===== config.mk =====
export PLATFORM = sky130hd
export DESIGN_NAME = shimm_unit
export DESIGN_NICKNAME = d
export VERILOG_FILES = /design/src/rtl/shimm_pkg.sv /design/src/rtl/shimm_decode.sv /design/src/rtl/shimm_shift.sv /design/src/rtl/shimm_outreg.sv /design/src/rtl/shimm_unit.sv
export SDC_FILE = /design/constraint.sdc
export NUM_CORES = 1
export LEC_CHECK = 0
export ABC_AREA = 1
export BUFFER_PORTS_ARGS = -buffer_cell sky130_fd_sc_hd__buf_2
export CAP_MARGIN = 10
export CORE_MARGIN = 2
export CORE_UTILIZATION = 50
export CTS_CLUSTER_DIAMETER = 200
export DETAILED_ROUTE_END_ITERATION = 8
export MAX_ROUTING_LAYER = met4
export PLACE_DENSITY_LB_ADDON = 0.08
export SLEW_MARGIN = 40
export SYNTH_ARGS = -nofsm -noshare
export SYNTH_HDL_FRONTEND = slang
export SYNTH_SLANG_ARGS = --single-unit

===== constraint.sdc =====
create_clock -name clk -period 3 [get_ports clk]
set_input_delay 0.9 -clock clk [delete_from_list [all_inputs] [get_ports clk]]
set_output_delay 0.9 -clock clk [all_outputs]
set_load 0.005 [all_outputs]

===== src/rtl/shimm_pkg.sv =====
package shimm_pkg;

   localparam logic [6:0] OPC_SHIMM  = 7'b0010011;
   localparam logic [2:0] F3_LEFT    = 3'b001;
   localparam logic [2:0] F3_RIGHT   = 3'b101;
   localparam logic [6:0] TOP_PLAIN  = 7'b0000000;
   localparam logic [6:0] TOP_ARITH  = 7'b0100000;
   localparam logic [6:0] TOP_CUSTOM = 7'b0000001;
   localparam int unsigned SHAMT_W   = 6;

   typedef enum logic [1:0] {
      SK_LEFT  = 2'd0,
      SK_RIGHT = 2'd1,
      SK_ARITH = 2'd2
   } shift_kind_e;

   typedef struct packed {
      logic                 legal;
      logic                 illegal;
      logic                 custom;
      shift_kind_e          kind;
      logic [SHAMT_W-1:0]   shamt;
      logic [4:0]           rd;
   } shimm_dec_t;

endpackage


===== src/rtl/shimm_decode.sv =====
module shimm_decode
   import shimm_pkg::*;
(
   input  logic [31:0] insn,
   input  logic        wide_mode,
   output shimm_dec_t  dec
);

   logic [2:0] f3;
   logic [6:0] top7;
   logic [5:0] top6;
   logic       opc_hit;
   logic       f3_hit;
   logic       unused_rs1;

   assign f3         = insn[14:12];
   assign top7       = insn[31:25];
   assign top6       = insn[31:26];
   assign opc_hit    = (insn[6:0] == OPC_SHIMM);
   assign f3_hit     = (f3 == F3_LEFT) || (f3 == F3_RIGHT);
   assign unused_rs1 = ^insn[19:15];

   always_comb begin
      dec         = '0;
      dec.kind    = SK_LEFT;
      dec.rd      = insn[11:7];
      if (opc_hit && f3_hit) begin
         if (wide_mode) begin
            dec.shamt = insn[25:20];
            if (f3 == F3_LEFT) begin
               if (top6 == TOP_PLAIN[6:1]) begin
                  dec.legal = 1'b1;
                  dec.kind  = SK_LEFT;
               end else begin
                  dec.illegal = 1'b1;
               end
            end else begin
               if (top6 == TOP_PLAIN[6:1]) begin
                  dec.legal = 1'b1;
                  dec.kind  = SK_RIGHT;
               end else if (top6 == TOP_ARITH[6:1]) begin
                  dec.legal = 1'b1;
                  dec.kind  = SK_ARITH;
               end else begin
                  dec.illegal = 1'b1;
               end
            end
         end else begin
            dec.shamt = {1'b0, insn[24:20]};
            if (f3 == F3_LEFT) begin
               if (top7 == TOP_PLAIN) begin
                  dec.legal = 1'b1;
                  dec.kind  = SK_LEFT;
               end else if (top7 == TOP_CUSTOM) begin
                  dec.custom = 1'b1;
               end else begin
                  dec.illegal = 1'b1;
               end
            end else begin
               if (top7 == TOP_PLAIN) begin
                  dec.legal = 1'b1;
                  dec.kind  = SK_RIGHT;
               end else if (top7 == TOP_ARITH) begin
                  dec.legal = 1'b1;
                  dec.kind  = SK_ARITH;
               end else begin
                  dec.illegal = 1'b1;
               end
            end
         end
      end
   end

endmodule


===== src/rtl/shimm_shift.sv =====
module shimm_shift
   import shimm_pkg::*;
#(
   parameter int unsigned DATA_W     = 64,
   parameter int unsigned SHIFT_IMPL = 1,
   localparam int unsigned HALF_W    = DATA_W / 2,
   localparam int unsigned SH_W      = $clog2(DATA_W)
) (
   input  logic [DATA_W-1:0] operand,
   input  logic [SH_W-1:0]   amount,
   input  shift_kind_e       kind,
   input  logic              narrow,
   output logic [DATA_W-1:0] shifted
);

   logic              fill;
   logic [DATA_W-1:0] ext;
   logic [DATA_W-1:0] left_v;
   logic [DATA_W-1:0] right_v;
   logic [DATA_W-1:0] pick;

   assign fill = (kind == SK_ARITH) &&
                 (narrow ? operand[HALF_W-1] : operand[DATA_W-1]);
   assign ext  = narrow ? {{HALF_W{fill}}, operand[HALF_W-1:0]} : operand;

   generate
      if (SHIFT_IMPL == 0) begin : g_behav
         assign left_v  = ext << amount;
         assign right_v = fill ? ~((~ext) >> amount) : (ext >> amount);
      end else begin : g_stages
         logic [DATA_W-1:0] lstage [SH_W+1];
         logic [DATA_W-1:0] rstage [SH_W+1];
         assign lstage[0] = ext;
         assign rstage[0] = ext;
         for (genvar k = 0; k < SH_W; k++) begin : g_step
            localparam int unsigned STEP = 1 << k;
            assign lstage[k+1] = amount[k]
               ? {lstage[k][DATA_W-1-STEP:0], {STEP{1'b0}}}
               : lstage[k];
            assign rstage[k+1] = amount[k]
               ? {{STEP{fill}}, rstage[k][DATA_W-1:STEP]}
               : rstage[k];
         end
         assign left_v  = lstage[SH_W];
         assign right_v = rstage[SH_W];
      end
   endgenerate

   assign pick    = (kind == SK_LEFT) ? left_v : right_v;
   assign shifted = narrow ? {{HALF_W{1'b0}}, pick[HALF_W-1:0]} : pick;

endmodule


===== src/rtl/shimm_outreg.sv =====
module shimm_outreg
   import shimm_pkg::*;
#(
   parameter int unsigned DATA_W = 64
) (
   input  logic              clk,
   input  logic              rst,
   input  logic              valid,
   input  shimm_dec_t        dec,
   input  logic [DATA_W-1:0] value,
   output logic [4:0]        dst_q,
   output logic [DATA_W-1:0] value_q,
   output logic              legal_q,
   output logic              illegal_q,
   output logic              custom_q
);

   always_ff @(posedge clk) begin
      if (rst) begin
         dst_q     <= '0;
         value_q   <= '0;
         legal_q   <= 1'b0;
         illegal_q <= 1'b0;
         custom_q  <= 1'b0;
      end else if (valid) begin
         dst_q     <= dec.rd;
         value_q   <= dec.legal ? value : '0;
         legal_q   <= dec.legal;
         illegal_q <= dec.illegal;
         custom_q  <= dec.custom;
      end else begin
         legal_q   <= 1'b0;
         illegal_q <= 1'b0;
         custom_q  <= 1'b0;
      end
   end

endmodule


===== src/rtl/shimm_unit.sv =====
module shimm_unit
   import shimm_pkg::*;
#(
   parameter int unsigned DATA_W     = 64,
   parameter int unsigned SHIFT_IMPL = 1
) (
   input  logic              clk,
   input  logic              rst,
   input  logic              in_valid,
   input  logic [31:0]       insn,
   input  logic              wide_mode,
   input  logic [DATA_W-1:0] src_val,
   output logic [4:0]        dst_idx,
   output logic [DATA_W-1:0] result,
   output logic              ok_legal,
   output logic              bad_illegal,
   output logic              cust_hit
);

   localparam int unsigned SH_W = $clog2(DATA_W);

   generate
      if (DATA_W != 64) begin : g_bad_width
         $error("shimm_unit: DATA_W must be 64 to match the 6-bit wide shift field");
      end
      if (SHIFT_IMPL > 1) begin : g_bad_impl
         $error("shimm_unit: SHIFT_IMPL must be 0 or 1");
      end
   endgenerate

   shimm_dec_t        dec;
   logic [DATA_W-1:0] shifted;

   shimm_decode u_dec (
      .insn      (insn),
      .wide_mode (wide_mode),
      .dec       (dec)
   );

   shimm_shift #(
      .DATA_W     (DATA_W),
      .SHIFT_IMPL (SHIFT_IMPL)
   ) u_shift (
      .operand (src_val),
      .amount  (dec.shamt[SH_W-1:0]),
      .kind    (dec.kind),
      .narrow  (!wide_mode),
      .shifted (shifted)
   );

   shimm_outreg #(
      .DATA_W (DATA_W)
   ) u_out (
      .clk       (clk),
      .rst       (rst),
      .valid     (in_valid),
      .dec       (dec),
      .value     (shifted),
      .dst_q     (dst_idx),
      .value_q   (result),
      .legal_q   (ok_legal),
      .illegal_q (bad_illegal),
      .custom_q  (cust_hit)
   );

endmodule


==> results.md, run 1 <==
* Outcome: did not finish
* Failed at: global routing
* Run Error: [ERROR GRT-0232] Routing congestion too high. Check the congestion heatmap in the GUI.
* GP Congestion at 1.172
* Post-Synthesis Cells at 2330
* Num ports at 172
* Input/output buffers at 166
* Clk buf depth at 2
* Sink Count at 72
* Detail Placement HPWL at 48.59 mm
* CTS root buffer: clkbuf_16
* GRT worst endpoint: u_out.value_q[49]$_SDFFE_PP0P_/D
* DIE WIDTH at 155.8 µm
* Synth Area per Inst at 4.946 µm²
* Die Y-Extent at 155.8 µm
* Count of cell types in the netlist at 36
* Std cell rows at 55
* Seq cells post-synth at 72
* Syn_nets at 2430
* Pin count of the biggest net entering global routing at 70
* Post-place instance area at 14760 µm²
* GRT overflow at 13
* Starting Density at 50.90%
* Cell area after synthesis at 11520 µm²
* Htree depth at 3
* Ys Warns at 0
* CTS buffer count at 9
* # hold bufs at CTS at 0
* WEP type: register input
* Global Route Usage Sum at 63.91%
* Sequential area share after synthesis at 12.51%
==> per-layer routing <==
metal	overflow	global-route usage, %
met2	5	84.30
met4	8	56.53
met1	0	68.60
met5	-	-
met3	0	34.03
==> cells in the mapped netlist (all sizes together) <==
library cell    n  area (µm²)
a21boi          1       11.26
a21oi         119       606.8
a31oi           5       31.28
and2            1       6.260
buf            83       466.7
clkbuf         83       311.6
clkinv          6       22.52
dfxtp          72        1441
inv           118       445.4
mux2i           3       30.03
nand2         947        3607
nand3         587        2938
nand4          12       90.09
nor2           60       247.7
nor3            9       67.56
nor3b           1       7.510
nor4            1       6.260
o211ai         10       75.07
o21ai         174       874.6
o22ai           1       6.260
or2            37       231.5
==> cell families after synthesis <==
logic type | after synthesis | synth area share (%)
multiplexers | 3 | 0.2606
AND/OR/NAND/NOR | 1655 | 62.49
flip-flops | 72 | 12.51
buffers and inverters | 290 | 10.81
AO/OA/AOI/OAI | 310 | 13.93
==> what timing repair did <==
item / 4_1_cts
setup endpoints to repair: 64
cloned: 3
hold endpoints to repair: 0
gates resized for setup: 284
buffers inserted: 9
pin swaps: 28
==> through the flow <==
step,std cells,hold WS [ps],worst slack (ps)
after floorplan,2330,461.8,176.5
after global placement,2935,450.1,-616.7
after detailed placement,2935,451.9,-654.5
after CTS,2963,460.9,-122.6
==> run 2, diff against run 1 <==
--- a/config.mk
+++ b/config.mk
@@ -9,11 +9,9 @@
 export BUFFER_PORTS_ARGS = -buffer_cell sky130_fd_sc_hd__buf_2
 export CAP_MARGIN = 10
 export CORE_MARGIN = 2
-export CORE_UTILIZATION = 50
-export CTS_CLUSTER_DIAMETER = 200
+export CORE_UTILIZATION = 35
 export DETAILED_ROUTE_END_ITERATION = 8
-export MAX_ROUTING_LAYER = met4
-export PLACE_DENSITY_LB_ADDON = 0.08
+export PLACE_DENSITY_LB_ADDON = 0.15
 export SLEW_MARGIN = 40
 export SYNTH_ARGS = -nofsm -noshare
 export SYNTH_HDL_FRONTEND = slang
==> run 2 against run 1 <==
Net effect:
- area after synthesis did not move
- the flow now finishes, with violations (setup timing)
- synthesized cell count stayed put
==> results.md, run 2 <==
* Synth area leaders: nand2_1, nand3_1, dfxtp_1 (unchanged)
* Synth Area per Inst at 4.946 µm² (unchanged)
* Largest family of logic cells by synthesized area: simple AND/OR/NAND/NOR gates (unchanged)
* Reg-to-reg setup timing slack at 2350 ps
* Crit path max fanout at 8
* Power per cell area at 181.4 nW/µm²
* Post-synthesis async set-or-reset flop share at 0% (unchanged)
* CTS tree: yes
* Count of cell types in the netlist at 36 (unchanged)
* WS Path Type: primary input to register
* Worst Path Required at 3270 ps
* Sequential area share after synthesis at 12.51% (unchanged)
* Most frequent cells in the layout: nand2_1, buf_4, nand3_1, nand3_2, nand2_2
* Clock share of power at 31.9%
* Met2 usage at 64.04%
* Global Route Usage Sum at 41.16%
* Data arrival, critical path at 3470 ps
* Multiplexer area fraction after synthesis at 0.2606% (unchanged)
* Ys flop type: dfxtp_1 (unchanged)
* Input/output buffers at 166 (unchanged)
* Clock-pin transition on the worst setup and hold timing paths at 60 ps
* Final wirelength at 74.22 mm
* Share of the synthesized area in the top cell type at 30.22% (unchanged)
* Sequential power share at 27.8%
* Final Critical Period at 3197 ps
* RSZ-0062 raised after global routing: true
* Most common cell after layout, fill and taps aside: nand2_1
* GR Util met3 at 8.061%
* Starting Density at 35.51% (was 50.90%)
* Post-DRT Antenna Nets at 0
* Post-synth EDFFs at 0 (unchanged)
* Adder-cell share of the synthesized area at 0% (unchanged)
* Drt drc at 0
* Slew @ Worst Pin at 749.5 ps
* Via Count at 18650
* Final hold violation count at 0
* Htree depth at 3 (unchanged)
* Initial antenna violation count at 2
* First DRT Iteration DRCs at 2094
* Top Usage Layer GRT: met2
* First-pass GRT wire length at 104.9 mm
* Core area at 32450 µm²
* Final Max Tran Viols at 0
* Net switching power at 1.316 mW
* Reg with most FFs: u_out.value_q
* Ant diodes at 0
* Layout Cells excl Fill at 3173
* Internal at 2.152 mW
* Max reg flops at 64
* Top-count cell post-synth: nand2_1 (unchanged)
* Vias in the first global route at 17007
* Skew final at 0 ps
* GP Congestion at 1.080 (was 1.172)
* Outcome: finished, violations left (was did not finish)
* Crit path capture type: register
* Top cell type by total area after synthesis: nand2_1 (unchanged)
* CTS buffer count at 9 (unchanged)
* Max-cap violations at 0
* # hold bufs at CTS at 0 (unchanged)
* Failing checks: setup timing
* Clk buf depth at 2 (unchanged)
* GRT overflow at 0
* Final setup fails at 64
* Cells after DPL at 3120 (was 2935)
* Routed wire length per instance at 23.39 µm
* Area growth from synthesis to layout at 65.89%
* CTS root buffer: clkbuf_16 (unchanged)
* Syn_nets at 2430 (unchanged)
* Num ports at 172 (unchanged)
* Detail Placement HPWL at 56.79 mm (was 48.59 mm)
* Lkg Pwr at 9.408 nW
* Post-Synthesis Cells at 2330 (unchanged)
* Std cell rows at 66 (was 55)
* Switching Share at 37.93%
* Xor/xnor share of the synthesized area at 0% (unchanged)
* Final period util at 106.6%
* Total Power at 3.468 mW
* Total die area at 34400 µm²
* Pin count of the biggest net entering global routing at 70
* F_max at 312.8 MHz
* Worst hold path type: register to register
* Simple-Gate Fraction of Synth Area at 62.49% (unchanged)
* Synth Area in Compound Gates at 13.93% (unchanged)
* # nets final at 2826
* Worst slack at placement at -679.6 ps (was -654.5 ps)
* Drt first pass iters at 8
* Critical path startpoint category: primary input
* Die Y-Extent at 185.5 µm (was 155.8 µm)
* Peak supply drop at 0.2882 mV
* Biggest regs: u_out.value_q (64), u_out.dst_q (5)
* Seq cells post-synth at 72 (unchanged)
* Avg Vias per Cell at 5.878
* Met1 Resource Use GR at 52.66%
* Top cells by count, synth: nand2_1, nand3_1, a21oi_1 (unchanged)
* TNS Setup at -7199 ps
* Final worst setup slack at -197.2 ps
* Clk_lat worst skew at 330 ps
* Cell area after synthesis at 11520 µm² (unchanged)
* Combinational power share at 40.4%
* Share of layout cells above drive strength 1 at 45.48%
* Sink Count at 72 (unchanged)
* Ys Warns at 0 (unchanged)
* DIE WIDTH at 185.5 µm (was 155.8 µm)
* Worst slew margin at 49.73%
[run 2: cell counts after synthesis]
Identical to the previous run, type by type.
[run 2: cells by family (layout without fill, tap and decap cells)]
group | count (synthesis) | in the layout
flops | 72 | 72
simple gates | 1655 | 1655
buf+inv | 290 | 691
compound gates | 310 | 310
mux | 3 | 3
[run 2: repair_timing]
item | CTS | global route
setup endpoints to repair | 64 | 64
cloned | 7 | 6
buffers inserted | 18 | 8
gates resized for setup | 403 | 362
hold endpoints to repair | 0 | 0
pin swaps | 62 | 84
[run 2: per-stage QoR]
step                utilization, %  hold slack, ps  instance area [µm²]
floorplan                        -           461.8                11520
global placement             46.90           453.3                15220
detailed placement           46.90           453.4                15220
CTS                          53.63           459.4                17410
global route                 58.91           481.0                19120
finish                       58.91           460.6                19120
[run 2: layout make-up]
class | count | area, µm²
Fill cell | 3264 | 13340
Inverter | 124 | 489.2
Clock inverter | 4 | 51.30
Tap cell | 442 | 553.0
Clock buffer | 12 | 256.5
Timing Repair Buffer | 550 | 4524
Multi-Input combinational cell | 1968 | 11800
Timing Repair inverter | 1 | 5.005
Sequential cell | 72 | 1441
[run 2: final timing paths]
check	startpoint	cells after the start	end
max	insn[6]	22	u_out.value_q[59]
min	u_out.value_q[13]	2	u_out.value_q[13]
max reg2reg	u_out.value_q[52]	2	u_out.value_q[52]
min reg2reg	u_out.value_q[13]	2	u_out.value_q[13]
[run 2: worst max-delay path, stage by stage]
cell	delay, ps
buf_6	100
nor3_4	200
nand2_2	90
nor2_4	130
buf_12	150
buf_12	110
nand4_4	100
nand2_8	150
buf_16	160
nand2_1	130
nand2_2	140
buf_4	140
nand3_1	130
nand2_1	100
nand2_1	60
nand3_2	120
nand3_2	100
nand3_4	110
nand3_2	100
nand2_1	80
nand2_1	50
a21oi_1	100
[run 2: routing by layer]
layer / wire [µm] / vias up
li1: - / 8541
met1: 29730 / 8708
met2: 31760 / 1134
met3: 7052 / 267
met4: 5673 / 0
met5: 0 / -
[run 2: power groups by stage]
| stage | registers (mW) | clock network, mW | logic [mW] |
|---|---|---|---|
| 6_report | 0.963 | 1.11 | 1.40 |
| 5_1_grt | 0.963 | 1.17 | 1.48 |
| 4_1_cts | 0.963 | 1.12 | 1.24 |
| 3_5_place_dp | 0.984 | 0 | 1.10 |
| 3_3_place_gp | 0.984 | 0 | 1.10 |
| 2_1_floorplan | 0.984 | 0 | 0.548 |
Note: power is estimated with default switching activity, not from simulation.
